--- config.mk ---
export PLATFORM = sky130hd
export DESIGN_NAME = gpio_irq_bank
export DESIGN_NICKNAME = d
export VERILOG_FILES = /design/src/rtl/gpio_bank_pkg.sv /design/src/rtl/gpio_in_sync.sv /design/src/rtl/gpio_evt_detect.sv /design/src/rtl/gpio_irq_status.sv /design/src/rtl/gpio_cfg_regs.sv /design/src/rtl/gpio_irq_bank.sv
export SDC_FILE = /design/constraint.sdc
export NUM_CORES = 1
export LEC_CHECK = 0
export BUFFER_PORTS_ARGS = -buffer_cell sky130_fd_sc_hd__buf_2
export CAP_MARGIN = 15
export CORE_ASPECT_RATIO = 1.5
export CORE_UTILIZATION = 40
export CTS_CLUSTER_SIZE = 8
export DETAILED_ROUTE_END_ITERATION = 8
export PLACE_DENSITY = 0.63
export SYNTH_ARGS = -nofsm -noshare
export SYNTH_HDL_FRONTEND = slang
export SYNTH_HIERARCHICAL = 1
export SYNTH_SLANG_ARGS = --single-unit
--- constraint.sdc ---
create_clock -name clk -period 2.5 [get_ports clk]
set_input_delay 0.625 -clock clk [delete_from_list [all_inputs] [get_ports clk]]
set_output_delay 0.625 -clock clk [all_outputs]
set_load 0.05 [all_outputs]
--- src/rtl/gpio_bank_pkg.sv ---
package gpio_bank_pkg;
  localparam int unsigned REG_AW = 4;

  typedef enum logic [REG_AW-1:0] {
    A_DIR   = 4'd0,
    A_OUT   = 4'd1,
    A_PIN   = 4'd2,
    A_ALT   = 4'd3,
    A_MASK  = 4'd4,
    A_TRIG  = 4'd5,
    A_EPOL  = 4'd6,
    A_LPOL  = 4'd7,
    A_STAT  = 4'd8,
    A_SLEEP = 4'd9
  } reg_addr_e;
endpackage

--- src/rtl/gpio_in_sync.sv ---
module gpio_in_sync #(
  parameter int unsigned W           = 16,
  parameter int unsigned SYNC_STAGES = 2
) (
  input  logic         clk,
  input  logic         rst_n,
  input  logic [W-1:0] din,
  output logic [W-1:0] cur_o,
  output logic [W-1:0] prev_o
);
  logic [W-1:0] stg_q [SYNC_STAGES];
  logic [W-1:0] prev_q;

  for (genvar s = 0; s < SYNC_STAGES; s++) begin : g_stage
    logic [W-1:0] stg_d;
    if (s == 0) begin : g_first
      assign stg_d = din;
    end else begin : g_next
      assign stg_d = stg_q[s-1];
    end
    always_ff @(posedge clk or negedge rst_n) begin
      if (!rst_n) stg_q[s] <= '0;
      else        stg_q[s] <= stg_d;
    end
  end

  always_ff @(posedge clk or negedge rst_n) begin
    if (!rst_n) prev_q <= '0;
    else        prev_q <= stg_q[SYNC_STAGES-1];
  end

  assign cur_o  = stg_q[SYNC_STAGES-1];
  assign prev_o = prev_q;

  // Warm-up counter: enables the latency check only once enough edges have passed since reset.
  logic [1:0] warm_q;
  always_ff @(posedge clk or negedge rst_n) begin
    if (!rst_n)              warm_q <= '0;
    else if (warm_q != 2'd3) warm_q <= warm_q + 2'd1;
  end

  if (SYNC_STAGES == 2) begin : g_chk

    sync_latency_chk: assert property (@(posedge clk) disable iff (!rst_n)
      (warm_q >= 2'd2) |-> (cur_o == $past(din, 2)));
  end
endmodule

--- src/rtl/gpio_evt_detect.sv ---
module gpio_evt_detect #(
  parameter int unsigned W = 16
) (
  input  logic [W-1:0] cur,
  input  logic [W-1:0] prev,
  input  logic [W-1:0] trig,
  input  logic [W-1:0] epol,
  input  logic [W-1:0] lpol,
  output logic [W-1:0] evt
);
  for (genvar p = 0; p < W; p++) begin : g_pin
    logic rose, fell, edge_hit, lvl_hit;
    assign rose     = cur[p] & ~prev[p];
    assign fell     = ~cur[p] & prev[p];
    assign edge_hit = epol[p] ? rose : fell;
    assign lvl_hit  = ~(cur[p] ^ lpol[p]);
    assign evt[p]   = trig[p] ? edge_hit : lvl_hit;
  end
endmodule

--- src/rtl/gpio_irq_status.sv ---
module gpio_irq_status #(
  parameter int unsigned W = 16
) (
  input  logic         clk,
  input  logic         rst_n,
  input  logic [W-1:0] evt,
  input  logic         clr_we,
  input  logic [W-1:0] clr_data,
  input  logic [W-1:0] mask,
  input  logic [W-1:0] sleep,
  output logic [W-1:0] stat_o,
  output logic         irq_o,
  output logic         wake_o
);
  logic [W-1:0] stat_q, stat_d;
  logic         stat_en;

  always_comb begin
    stat_en = clr_we | (|evt);
    stat_d  = (clr_we ? (stat_q & clr_data) : stat_q) | evt;
  end

  always_ff @(posedge clk or negedge rst_n) begin
    if (!rst_n)       stat_q <= '0;
    else if (stat_en) stat_q <= stat_d;
  end

  assign stat_o = stat_q;
  assign irq_o  = |(stat_q & ~mask);
  assign wake_o = |(stat_q & ~sleep);


  evt_kept_chk: assert property (@(posedge clk) disable iff (!rst_n)
    (|evt) |=> ((stat_q & $past(evt)) == $past(evt)));

  clear_all_chk: assert property (@(posedge clk) disable iff (!rst_n)
    (clr_we && clr_data == '0 && evt == '0) |=> (stat_q == '0));

  no_spurious_chk: assert property (@(posedge clk) disable iff (!rst_n)
    (evt == '0 && !clr_we) |=> $stable(stat_q));
endmodule

--- src/rtl/gpio_cfg_regs.sv ---
module gpio_cfg_regs
  import gpio_bank_pkg::*;
#(
  parameter int unsigned W = 16
) (
  input  logic              clk,
  input  logic              rst_n,
  input  logic              we,
  input  logic [REG_AW-1:0] addr,
  input  logic [W-1:0]      wdata,
  output logic [W-1:0]      dir_o,
  output logic [W-1:0]      out_o,
  output logic [W-1:0]      alt_o,
  output logic [W-1:0]      mask_o,
  output logic [W-1:0]      trig_o,
  output logic [W-1:0]      epol_o,
  output logic [W-1:0]      lpol_o,
  output logic [W-1:0]      sleep_o
);
  logic [W-1:0] dir_q, out_q, alt_q, mask_q, trig_q, epol_q, lpol_q, sleep_q;
  logic wr_dir, wr_out, wr_alt, wr_mask, wr_trig, wr_epol, wr_lpol, wr_sleep;

  always_comb begin
    wr_dir   = we && (addr == A_DIR);
    wr_out   = we && (addr == A_OUT);
    wr_alt   = we && (addr == A_ALT);
    wr_mask  = we && (addr == A_MASK);
    wr_trig  = we && (addr == A_TRIG);
    wr_epol  = we && (addr == A_EPOL);
    wr_lpol  = we && (addr == A_LPOL);
    wr_sleep = we && (addr == A_SLEEP);
  end

  always_ff @(posedge clk or negedge rst_n) begin
    if (!rst_n) begin
      dir_q   <= '0;
      out_q   <= '0;
      alt_q   <= '0;
      mask_q  <= '1;
      trig_q  <= '0;
      epol_q  <= '0;
      lpol_q  <= '0;
      sleep_q <= '1;
    end else begin
      if (wr_dir)   dir_q   <= wdata;
      if (wr_out)   out_q   <= wdata;
      if (wr_alt)   alt_q   <= wdata;
      if (wr_mask)  mask_q  <= wdata;
      if (wr_trig)  trig_q  <= wdata;
      if (wr_epol)  epol_q  <= wdata;
      if (wr_lpol)  lpol_q  <= wdata;
      if (wr_sleep) sleep_q <= wdata;
    end
  end

  assign dir_o   = dir_q;
  assign out_o   = out_q;
  assign alt_o   = alt_q;
  assign mask_o  = mask_q;
  assign trig_o  = trig_q;
  assign epol_o  = epol_q;
  assign lpol_o  = lpol_q;
  assign sleep_o = sleep_q;


  ro_write_chk: assert property (@(posedge clk) disable iff (!rst_n)
    (we && (addr == A_PIN || addr > A_SLEEP)) |=>
      ($stable(dir_q) && $stable(out_q) && $stable(alt_q) && $stable(mask_q) &&
       $stable(trig_q) && $stable(epol_q) && $stable(lpol_q) && $stable(sleep_q)));
endmodule

--- src/rtl/gpio_irq_bank.sv ---
module gpio_irq_bank
  import gpio_bank_pkg::*;
#(
  parameter int unsigned NPINS       = 16,
  parameter int unsigned SYNC_STAGES = 2
) (
  input  logic              clk,
  input  logic              rst_n,
  input  logic [REG_AW-1:0] reg_addr,
  input  logic              reg_we,
  input  logic [NPINS-1:0]  reg_wdata,
  output logic [NPINS-1:0]  reg_rdata,
  input  logic [NPINS-1:0]  pin_in,
  output logic [NPINS-1:0]  pin_out,
  output logic [NPINS-1:0]  pin_oe,
  output logic [NPINS-1:0]  alt_sel,
  output logic              bank_irq,
  output logic              wake_req
);
  localparam int unsigned W = NPINS;

  logic [W-1:0] dir_w, out_w, alt_w, mask_w, trig_w, epol_w, lpol_w, sleep_w;
  logic [W-1:0] cur_w, prev_w, evt_w, stat_w;
  logic         stat_clr;

  gpio_cfg_regs #(.W(W)) u_cfg (
    .clk(clk), .rst_n(rst_n), .we(reg_we), .addr(reg_addr), .wdata(reg_wdata),
    .dir_o(dir_w), .out_o(out_w), .alt_o(alt_w), .mask_o(mask_w),
    .trig_o(trig_w), .epol_o(epol_w), .lpol_o(lpol_w), .sleep_o(sleep_w)
  );

  gpio_in_sync #(.W(W), .SYNC_STAGES(SYNC_STAGES)) u_sync (
    .clk(clk), .rst_n(rst_n), .din(pin_in), .cur_o(cur_w), .prev_o(prev_w)
  );

  gpio_evt_detect #(.W(W)) u_det (
    .cur(cur_w), .prev(prev_w), .trig(trig_w), .epol(epol_w), .lpol(lpol_w),
    .evt(evt_w)
  );

  assign stat_clr = reg_we && (reg_addr == A_STAT);

  gpio_irq_status #(.W(W)) u_stat (
    .clk(clk), .rst_n(rst_n), .evt(evt_w), .clr_we(stat_clr), .clr_data(reg_wdata),
    .mask(mask_w), .sleep(sleep_w), .stat_o(stat_w), .irq_o(bank_irq), .wake_o(wake_req)
  );

  always_comb begin
    case (reg_addr)
      A_DIR:   reg_rdata = dir_w;
      A_OUT:   reg_rdata = out_w;
      A_PIN:   reg_rdata = cur_w;
      A_ALT:   reg_rdata = alt_w;
      A_MASK:  reg_rdata = mask_w;
      A_TRIG:  reg_rdata = trig_w;
      A_EPOL:  reg_rdata = epol_w;
      A_LPOL:  reg_rdata = lpol_w;
      A_STAT:  reg_rdata = stat_w;
      A_SLEEP: reg_rdata = sleep_w;
      default: reg_rdata = '0;
    endcase
  end

  assign pin_out = out_w;
  assign pin_oe  = dir_w;
  assign alt_sel = alt_w;


  full_mask_quiet_chk: assert property (@(posedge clk) disable iff (!rst_n)
    (mask_w == '1) |-> !bank_irq);

  full_sleep_quiet_chk: assert property (@(posedge clk) disable iff (!rst_n)
    (sleep_w == '1) |-> !wake_req);

  rise_only_chk: assert property (@(posedge clk) disable iff (!rst_n)
    ((evt_w & trig_w & epol_w & ~(cur_w & ~$past(cur_w))) == '0));

  fall_only_chk: assert property (@(posedge clk) disable iff (!rst_n)
    ((evt_w & trig_w & ~epol_w & ~(~cur_w & $past(cur_w))) == '0));
endmodule

; ---- Word-level counts from Yosys, hierarchy flattened
; Cells that the tools add are included.
; Widths: inputs -> output; s select.
[word_totals]
wordCells = 171
output_inout_bits = 66
inputBits = 39
ff_bits = 192
[op_classes]
mux = 34
eq_ne = 9
reduce_logical = 13
n_bitwise = 103
[op_table]
columns = cell, count
row1 = $pmux 16 s10, 1
row2 = $and 16x16->16, 3
row3 = $not 1->1, 48
row4 = $reduce_or 16->1, 3
row5 = $and 1x1->1, 32
row6 = $mux 1, 32
row7 = $not 16->16, 2
row8 = $eq 4x3->1 const B, 4
row9 = $mux 16, 1
row10 = $or 16x16->16, 1
row11 = $xor 1x1->1, 16
row12 = $logic_and 1x1->1, 9
row13 = $eq 4x2->1 const B, 2
row14 = $eq 4x4->1 const B, 2
row15 = $eq 4x1->1 const B, 1
row16 = $logic_not 4->1, 1
row17 = $or 1x1->1, 1

; ---- Longest topological paths before layout
; Gate-level depths: netlist (run 1).
[logic_depth]
depth_word = 6
depth_mapped = 8
ltp_nobuf = 4

; ---- By module
; Netlist (run 1), hierarchy kept.
[by_module_without_submodules]
columns = mod, seq_area_each_um2, cells_per_inst, instances, area_per_inst_um2
row1 = gpio_cfg_regs, 3243.1, 279, 1, 4976.0
row2 = gpio_irq_bank, 0.0, 195, 1, 1418.9
row3 = gpio_in_sync, 1201.2, 48, 1, 1201.2
row4 = gpio_irq_status, 400.4, 91, 1, 900.9
row5 = gpio_evt_detect, 0.0, 80, 1, 640.6

; ---- Least setup slack after synthesis (run 1)
; Ideal clock, no wire load.
[synth_path]
path_kind = input port to output port
startpoint = input reg_addr[0]
endpoint = output reg_rdata[5]
slack_ns = -0.350
required_time_ns = 1.875
arrival_ns = 2.225
path_buffers = 1
path_stages = 4
path_cell_list = buf_4 -> nor3b_1 -> a22oi_1 -> o221ai_1
[synth_via]
elab_chain_len = 2
elab_cells_between_ends = 11
cone_classes = eq/ne (9) / mux (1) / reduce/logical (1)
[synth_rtl]
columns = item, line
row1 = start: declaration, gpio_irq_bank.sv:9  ; input logic [REG_AW-1:0] reg_addr,
row2 = $eq 4x4->1 (tied with other cells), gpio_irq_bank.sv:49  ; case (reg_addr)
row3 = $pmux 16 s10 *, gpio_irq_bank.sv:49
row4 = end: declaration, gpio_irq_bank.sv:12  ; output logic [NPINS-1:0] reg_rdata,
; Every way passes the cells marked *; elsewhere a longest branch is shown, timed or not.

; ---- Final worst setup path (run 1)
[layout_path]
startpoint = input reg_addr[0]
endpoint = output reg_rdata[9]
; Same word-level chain as after synthesis.

==> flow_summary.toml, run 1 <==
[status]
status = "finished, violations left"
violations = "negative setup slack"

[drt]
wirelength_um = 25900
final_antenna_net_count = 0
vias = 6661
wl_per_cell_um = 22.0
drc = 0
first_iter_violations = 372
via_per_inst = 5.66
dr_wl_met2_um = 13000
wl_met3_um = 907
met1_length_um = 10800
dr.pass1.iters = 7
top_layer = "met4"

[logic_synthesis]
ys_types = 54
yosys_register_bits = 192
synth_nets = 732
synth_edf_count = 0
synth_area_leader_cell = "dfrtp_1"
avgSynthCellArea_um2 = 13.2
yosysSeqAreaShare_pct = 53.0
yosys_warnings = 6
synth_area_um2 = 9140
ys.flop_type = "dfrtp_1"
ys_top_cells_by_area = "dfrtp_1 (44%), mux2_2 (15%), dfstp_2 (9.2%), mux2i_1 (3.2%), a22oi_1 (2.8%)"
async_flop_share_pct = 100
netlist_instances = 693
yosysTopAreaCellShare_pct = 43.8
synth_commonest_cells = "dfrtp_1 (160), mux2_2 (123), nand2b_1 (35)"
yosysMostFrequentCell = "dfrtp_1"

[min_path]
hold_class = "primary input to asynchronous set/reset pin"

[power_and_ir_drop]
irDropWorstVdd_mv = 0.522
power_density_nw_per_um2 = 827
p_leak_nw = 5.16

[timing]
fin_crit_ns = 2.68
finClkSkew_ns = 0.00778
layout_worst_path_cycle_share_pct = 107
hold_slack_ns = 0.103
setup_viol = 18
fmax_mhz = 373
hold_viol_final = 0
worst_slack_ns = -0.183
rsz0062_at_grt = "yes"
drv_slew = 0
max_slew_margin_pct = 68.0
tightestPinTransition_ns = 0.477

[final_layout]
final_area_um2 = 12000
nFillCells = 1903
diodes = 0
drive_gt1_share_pct = 55.1
layout.area.seq_um2 = 4850
multi_input_area_um2 = 4470
nets = 926
area_growth_pct = 31.2

[grt]
grt_max_degree = 62
grt_pass1_vias = 6795
grt_overflow_total = 0
gr-usage-all-layers_pct = 22.8
antenna_found_initial = 0
grt_first_pass_wirelength_um = 40000

[clock_tree]
tritoncts = "yes"
cts.sinks = 192
cts_root_buf = "clkbuf_16"
clockBufferDepth = 2
insertion_delay_ns = 0.45
numCtsBuffers = 17
cts_hold_buf = 0
clkTransAtPathRegs_ns = 0.07
cts-htree-levels = 4

[setup_path]
critPathMaxFanout = 8
start_kind = "primary input"
critPathKind = "primary input to output pin"
cp.required_ns = 1.88
end_kind = "output pin"
crit_arrival_ns = 2.06

[floorplanning]
fp.dieArea_um2 = 23500
die_h_um = 187
die_w_um = 125
core_um2 = 22400
std_cell_rows = 67
start_util_pct = 40.8
ios = 105

[place]
io_buffers = 104
hpwl_um = 18200
placed_cell_area_um2 = 10600
place_ws_ns = -0.446
gp_congestion = 0.859

[job]
maxCapViolations = 0
## timing repair
item | CTS | global route
gates cloned | 1 | 0
setup buffers | 14 | 4
setup endpoints to repair | 18 | 18
pin swaps | 29 | 13
gates resized for setup | 119 | 19
## flip-flops by register name (all words and copies together), names as in the netlist
signal	cells
u_cfg/alt_o	16
u_cfg/dir_o	16
u_cfg/epol_o	16
u_cfg/lpol_o	16
u_cfg/mask_o	16
u_cfg/out_o	16
u_cfg/sleep_o	16
u_cfg/trig_o	16
u_stat/stat_o	16
u_sync/cur_o	16
u_sync/g_stage.stg_d	16
u_sync/prev_o	16
## cell families (layout without fill, tap and decap cells)
kind of cell           count (synthesis)  count (layout)  share of synthesized area [%]
flip-flops                           192             192                           53.0
buffers and inverters                 42             249                           3.18
AND/OR/NAND/NOR                      168             168                           12.3
multiplexers                         162             162                           20.0
AO/OA/AOI/OAI                        129             129                           11.5
## worst max-delay path: stages
cell and delay, ns:
buf_12 0.12, buf_12 0.13, and3b_2 0.24, a22oi_2 0.13, nor2_1 0.06, or4_4 0.57
buf_8 0.18
## metrics by stage
stage | TNS [ns] | total power [mW] | util (%) | cells
2_1_floorplan | -0.307 | 5.97 | - | 693
6_report | -1.75 | 9.91 | 53.6 | 1176
4_1_cts | -1.71 | 9.93 | 53.0 | 1172
5_1_grt | -2.57 | 10.3 | 53.6 | 1176
3_5_place_dp | -5.30 | 6.79 | 47.5 | 1125
3_3_place_gp | -5.24 | 6.75 | 47.5 | 1125
## worst paths after layout
| path | startpoint | endpoint | slack (ns) | cells past startpoint |
|---|---|---|---|---|
| worst min-delay path | rst_n | u_cfg/dir_o[10] | 0.10 | 1 |
| worst max register to register | u_sync/cur_o[1] | u_stat/stat_o[1] | 1.44 | 3 |
| max in group asynchronous | rst_n | u_cfg/mask_o[8] | 1.69 | 2 |
| worst min register to register | u_sync/g_stage[1].stg_d[10] | u_sync/cur_o[10] | 0.35 | 0 |
| worst max-delay path | reg_addr[0] | reg_rdata[9] | -0.18 | 7 |
| min in group clk | pin_in[11] | u_sync/g_stage[1].stg_d[11] | 0.28 | 1 |
## area by class of cell
| cell class | instances | share of cell area, % |
|---|---|---|
| clock buffer | 17 | 3.55 |
| tap | 276 | 2.88 |
| timing repair buffer | 209 | 14.1 |
| inverter | 8 | 0.250 |
| clock inverter | 15 | 1.54 |
| sequential | 192 | 40.4 |
| multi-input combinational | 459 | 37.3 |
## cell usage in the layout (no fill, tap or decap), types with 14 or more instances in the layout
master / n
dfrtp_1: 158
mux2_2: 122
buf_4: 87
buf_2: 81
nand2b_1: 33
dfstp_2: 32
nand3b_1: 32
nor2b_1: 25
mux2i_1: 22
a22oi_2: 19
nor2_1: 19
buf_6: 19
clkbuf_16: 17
o21ba_1: 16
a32oi_1: 16
a22oi_1: 15
buf_12: 14
## report_power, final
group | internal [mW] | switching (mW) | leakage [nW] | total [mW]
Combinational | 1.16 | 1.61 | 2.64 | 2.77
Sequential | 3.73 | 0.554 | 2.21 | 4.28
Clock | 1.53 | 1.33 | 0.305 | 2.86
## metal layers
| metal | up-vias | track usage [%] |
|---|---|---|
| met3 | 55 | 3.92 |
| met2 | 177 | 37.7 |
| met5 | - | 0 |
| met4 | 0 | 12.6 |
| li1 | 2985 | - |
| met1 | 3444 | 28.3 |
Note: power is estimated with default switching activity, not from simulation.
==> inputs of run 2 (changes only) <==
- SKIP_LAST_GASP: default -> 1
==> run 2 against run 1 <==
Net effect:
- the flow still finishes with violations (negative setup slack)
- hold slack is essentially flat
- non-clock buffer count is 5 higher
- largest power group unchanged
- via count decreased by 0.33%
- core utilization is 0.50 points higher
==> flow_summary.toml, run 2 (synthesis gave the netlist of run 1 again) <==
[status]
status = "finished, violations left"
violations = "negative setup slack"

[drt]
dr.pass1.iters = 7
vias = 6639
wl_per_cell_um = 22.0
final_antenna_net_count = 0
first_iter_violations = 379
drc = 0
wirelength_um = 26000
via_per_inst = 5.62

[setup_path]
rrSetupSlack_ns = 1.44
crit_arrival_ns = 2.06
slowest_stage = "or4_4"
critPathKind = "primary input to output pin"
cp_slowest_stage_delay_ns = 0.51
cp.required_ns = 1.88
path_cells = "buf_12 > buf_12 > and3b_2 > a22oi_2 > nor2_1 > or4_4 > buf_8"
critPathMaxFanout = 8
start_kind = "primary input"
cpMostUsedCell = "buf_12"
end_kind = "output pin"
worstReg2RegStart = "u_sync/cur_o[1]"
rr_worst_depth = 3
rr_endpoint = "u_stat/stat_o[1]"

[place]
hpwl_um = 18200
io_buffers = 104
placed_cell_area_um2 = 10600
gp_congestion = 0.859

[grt]
grt_first_pass_wirelength_um = 40000
antenna_found_initial = 0
gr-usage-all-layers_pct = 22.8
grt_max_degree = 62
grt_overflow_total = 0
grt_pass1_vias = 6779

[clock_tree]
clockBufferDepth = 2
cts.sinks = 192
cts-htree-levels = 4
cts_hold_buf = 0
tritoncts = "yes"
numCtsBuffers = 17
clkTransAtPathRegs_ns = 0.07
insertion_delay_ns = 0.45
cts_root_buf = "clkbuf_16"

[timing]
tightestPinTransition_ns = 0.452
hold_viol_final = 0
fmax_mhz = 372
setup_viol = 18
fin_crit_ns = 2.69
max_slew_margin_pct = 69.7
finClkSkew_ns = 0.00886
worst_slack_ns = -0.185
rsz0062_at_grt = "yes"
drv_slew = 0
layout_worst_path_cycle_share_pct = 107

[final_layout]
nFillCells = 1896
area_growth_pct = 32.5
final_cell_mix = "dfrtp_1 (158), mux2_2 (121), buf_4 (82)"
diodes = 0
final_area_um2 = 12100
drive_gt1_share_pct = 55.8
multi_input_area_um2 = 4500
layout.area.seq_um2 = 4850
fin_util_pct = 54.1
layout_commonest_cell = "dfrtp_1"
nets = 931

[floorplanning]
std_cell_rows = 67
fp.dieArea_um2 = 23500
die_h_um = 187
die_w_um = 125
start_util_pct = 40.8
ios = 105
core_um2 = 22400

[min_path]
hold_class = "primary input to asynchronous set/reset pin"

[job]
maxCapViolations = 0

[power_and_ir_drop]
irDropWorstVdd_mv = 0.545
power_density_nw_per_um2 = 821
p_leak_nw = 5.21
## run 2: changes by cell type in the layout (fill, tap and decap cells not counted), sizes merged
cell,delta
bufbuf,-1
buf,+6
## run 2: per-stage QoR
step / worst slack (ns) / cells / TNS, ns / total power, mW / hold WS (ns)
CTS: -0.165 / 1172 / -1.79 / 9.92 / 0.100
floorplan: -0.118 / 693 / -0.307 / 5.97 / 0.329
global placement: -0.436 / 1125 / -5.24 / 6.75 / 0.333
finish: -0.185 / 1181 / -1.65 / 9.94 / 0.103
global route: -0.221 / 1181 / -2.28 / 10.3 / 0.116
detailed placement: -0.446 / 1125 / -5.30 / 6.79 / 0.335
## run 2: report_power, final
group	internal, mW	switching, mW	total, mW
clock	1.53	1.33	2.87
sequential	3.73	0.555	4.28
combinational	1.17	1.62	2.79
total	6.43	3.51	9.94
## run 2: worst max-delay path by stage
| stage | from | endpoint | slack, ns | cells after the start |
|---|---|---|---|---|
| 4_1_cts | reg_addr[0] | reg_rdata[11] | -0.17 | 7 |
| 6_report | reg_addr[0] | reg_rdata[11] | -0.19 | 7 |
| 2_1_floorplan | reg_addr[1] | reg_rdata[1] | -0.12 | 6 |
| 3_3_place_gp | reg_addr[0] | reg_rdata[4] | -0.44 | 8 |
| 5_1_grt | reg_addr[0] | reg_rdata[9] | -0.22 | 7 |
| 3_5_place_dp | reg_addr[0] | reg_rdata[4] | -0.45 | 8 |
## run 2: area by class of cell
class,count,share of cell area (%)
Tap cell,276,2.85
Clock buffer,17,3.51
Sequential cell,192,40.0
Clock inverter,15,1.53
Inverter,8,0.248
Multi-Input combinational cell,459,37.1
Timing Repair Buffer,214,14.7
## run 2: per-layer routing
layer | wire, µm | global-route usage (%)
met2 | 13000 | 37.6
met1 | 10900 | 28.4
met4 | 1090 | 12.9
met3 | 974 | 3.75
met5 | 0 | 0
## run 2: worst max-delay path, delay by kind of cell
family                 cells  cell delay [ns]
buffers and inverters      3             0.42
AO/OA/AOI/OAI              1             0.16
AND/OR/NAND/NOR            3             0.85
## run 2: repair_timing
item                                    in CTS  in global routing
pin swaps                                   28                 22
endpoints found under the setup margin      18                 18
setup buffers                               14                  8
cloned                                       1                  1
resized for setup                          112                 47
==> inputs of run 3 (changes only) <==
- CORE_UTILIZATION: 40 -> 55
- PLACE_DENSITY: 0.63 -> 0.81
==> run 3 against run 2 <==
Net effect:
- non-clock buffer count is 3 higher
- routed wire length is 11% higher
- sequential cell count stayed put
- power is 0.82% lower
- register-to-register slack worse by 0.06 ns
- maximum frequency is 0.24% higher
- the run still ends with negative setup slack left
- highest routed layer unchanged
- hold slack better by 0.10 ns
==> flow_summary.toml, run 3 (synthesis gave the netlist of run 1 again) <==
[setup_path]
cp.required_ns = 1.88
worstReg2RegStart = "u_cfg/trig_o[0]"
rr_endpoint = "u_stat/stat_o[0]"
end_kind = "output pin"
rrSetupSlack_ns = 1.38
start_kind = "primary input"
crit_arrival_ns = 2.05
rr_worst_depth = 3
critPathMaxFanout = 5
critPathKind = "primary input to output pin"

[clock_tree]
cts_hold_buf = 0
clkTransAtPathRegs_ns = 0.07
tritoncts = "yes"
cts_root_buf = "clkbuf_16"
cts.sinks = 192
cts-htree-levels = 4
numCtsBuffers = 17
clockBufferDepth = 2
insertion_delay_ns = 0.44

[timing]
worst_slack_ns = -0.179
fmax_mhz = 373
max_slew_margin_pct = 59.2
layout_worst_path_cycle_share_pct = 107
finClkSkew_ns = 0.0110
tightestPinTransition_ns = 0.612
rsz0062_at_grt = "yes"
hold_viol_final = 0
setup_viol = 18
drv_slew = 0
fin_crit_ns = 2.68

[floorplanning]
fp.dieArea_um2 = 17100
start_util_pct = 56.4
die_h_um = 160
core_um2 = 16200
std_cell_rows = 57
die_w_um = 107
ios = 105

[power_and_ir_drop]
power_mw = 9.86
p_sw_mw = 3.51
p_leak_nw = 5.26
irDropWorstVdd_mv = 0.535
pwr-share-clk_pct = 27.0
netSwitchingFraction_pct = 35.6
internal_power_mw = 6.34
power_density_nw_per_um2 = 816
pwr-share-seq_pct = 43.8
combinationalPowerShare_pct = 29.1

[drt]
wirelength_um = 28900
via_per_inst = 6.46
drc = 0
dr.pass1.iters = 5
vias = 7194
final_antenna_net_count = 0
first_iter_violations = 489
wl_per_cell_um = 25.9

[final_layout]
nFillCells = 967
area_growth_pct = 32.3
drive_gt1_share_pct = 55.5
layout_commonest_cell = "dfrtp_1"
final_cell_mix = "dfrtp_1 (158), mux2_2 (121), buf_2 (81)"
layout.area.seq_um2 = 4850
nets = 934
diodes = 0
multi_input_area_um2 = 4530

[place]
gp_congestion = 0.994
place_ws_ns = -0.446
io_buffers = 104
hpwl_um = 18200

[grt]
grt_overflow_total = 0
antenna_found_initial = 0
grt_first_pass_wirelength_um = 42300
grt_pass1_vias = 7493
gr-usage-all-layers_pct = 33.4
grt_max_degree = 73

[min_path]
hold_class = "primary input to asynchronous set/reset pin"

[status]
status = "finished, violations left"
violations = "negative setup slack"

[job]
maxCapViolations = 0
[run 3: cell types whose count changed in the layout (fill, tap and decap cells not counted), moves of 4 or more]
cell	change
buf_6	+9
buf_4	-7
mux2i_1	+7
inv_8	-6
mux2i_2	-6
nor2b_4	+6
inv_6	-4
[run 3: worst max-delay path by stage]
stage,startpoint,endpoint,depth (start not counted)
4_1_cts,reg_addr[3],reg_rdata[5],7
6_report,reg_addr[2],reg_rdata[0],7
3_3_place_gp,reg_addr[1],reg_rdata[10],7
2_1_floorplan,reg_addr[1],reg_rdata[1],6
5_1_grt,reg_addr[1],reg_rdata[5],7
3_5_place_dp,reg_addr[1],reg_rdata[5],7
[run 3: worst max-delay path: stages]
cell and delay, ns:
buf_12 0.11, and2b_2 0.23, buf_6 0.13, a22oi_2 0.19, nor2_2 0.06, or4_4 0.53
buf_8 0.17
[run 3: layer usage]
| metal | global-route usage, % | wire [µm] | vias up |
|---|---|---|---|
| met5 | 0 | 0 | - |
| met4 | 20.6 | 2110 | 0 |
| met3 | 6.98 | 1930 | 154 |
| met2 | 54.3 | 14100 | 413 |
| met1 | 40.4 | 10700 | 3624 |
| li1 | - | - | 3003 |
[run 3: through the flow]
step                setup TNS [ns]  utilization (%)  area [µm²]  cells  hold WS (ns)
floorplan                   -0.307                -        9280    693         0.329
global placement             -5.33             64.9       10500   1054         0.332
detailed placement           -5.65             64.9       10500   1054         0.335
CTS                          -1.45             73.2       11800   1107         0.227
global route                 -2.22             74.7       12100   1114         0.244
finish                       -1.39             74.7       12100   1114         0.207
[run 3: cell type report]
class                      count  share of cell area (%)
clock buffer                  21                    3.81
clock inverter                11                   0.880
inverter                       8                   0.248
multi-input combinational    459                    37.5
sequential                   192                    40.1
tap                          206                    2.13
timing repair buffer         217                    15.3
[run 3: power by group through the flow]
stage / registers [mW] / logic [mW] / clock network (mW)
detailed placement: 4.30 / 2.49 / 0
global route: 4.38 / 2.98 / 2.79
floorplan: 4.77 / 1.20 / 0
finish: 4.32 / 2.87 / 2.67
CTS: 4.27 / 2.72 / 2.66
global placement: 4.25 / 2.43 / 0
[run 3: timing repair]
| item | CTS | global route |
|---|---|---|
| pin swaps | 40 | 23 |
| gates resized for setup | 137 | 43 |
| cloned | 3 | 0 |
| endpoints found under the setup margin | 18 | 18 |
| buffers inserted | 18 | 8 |
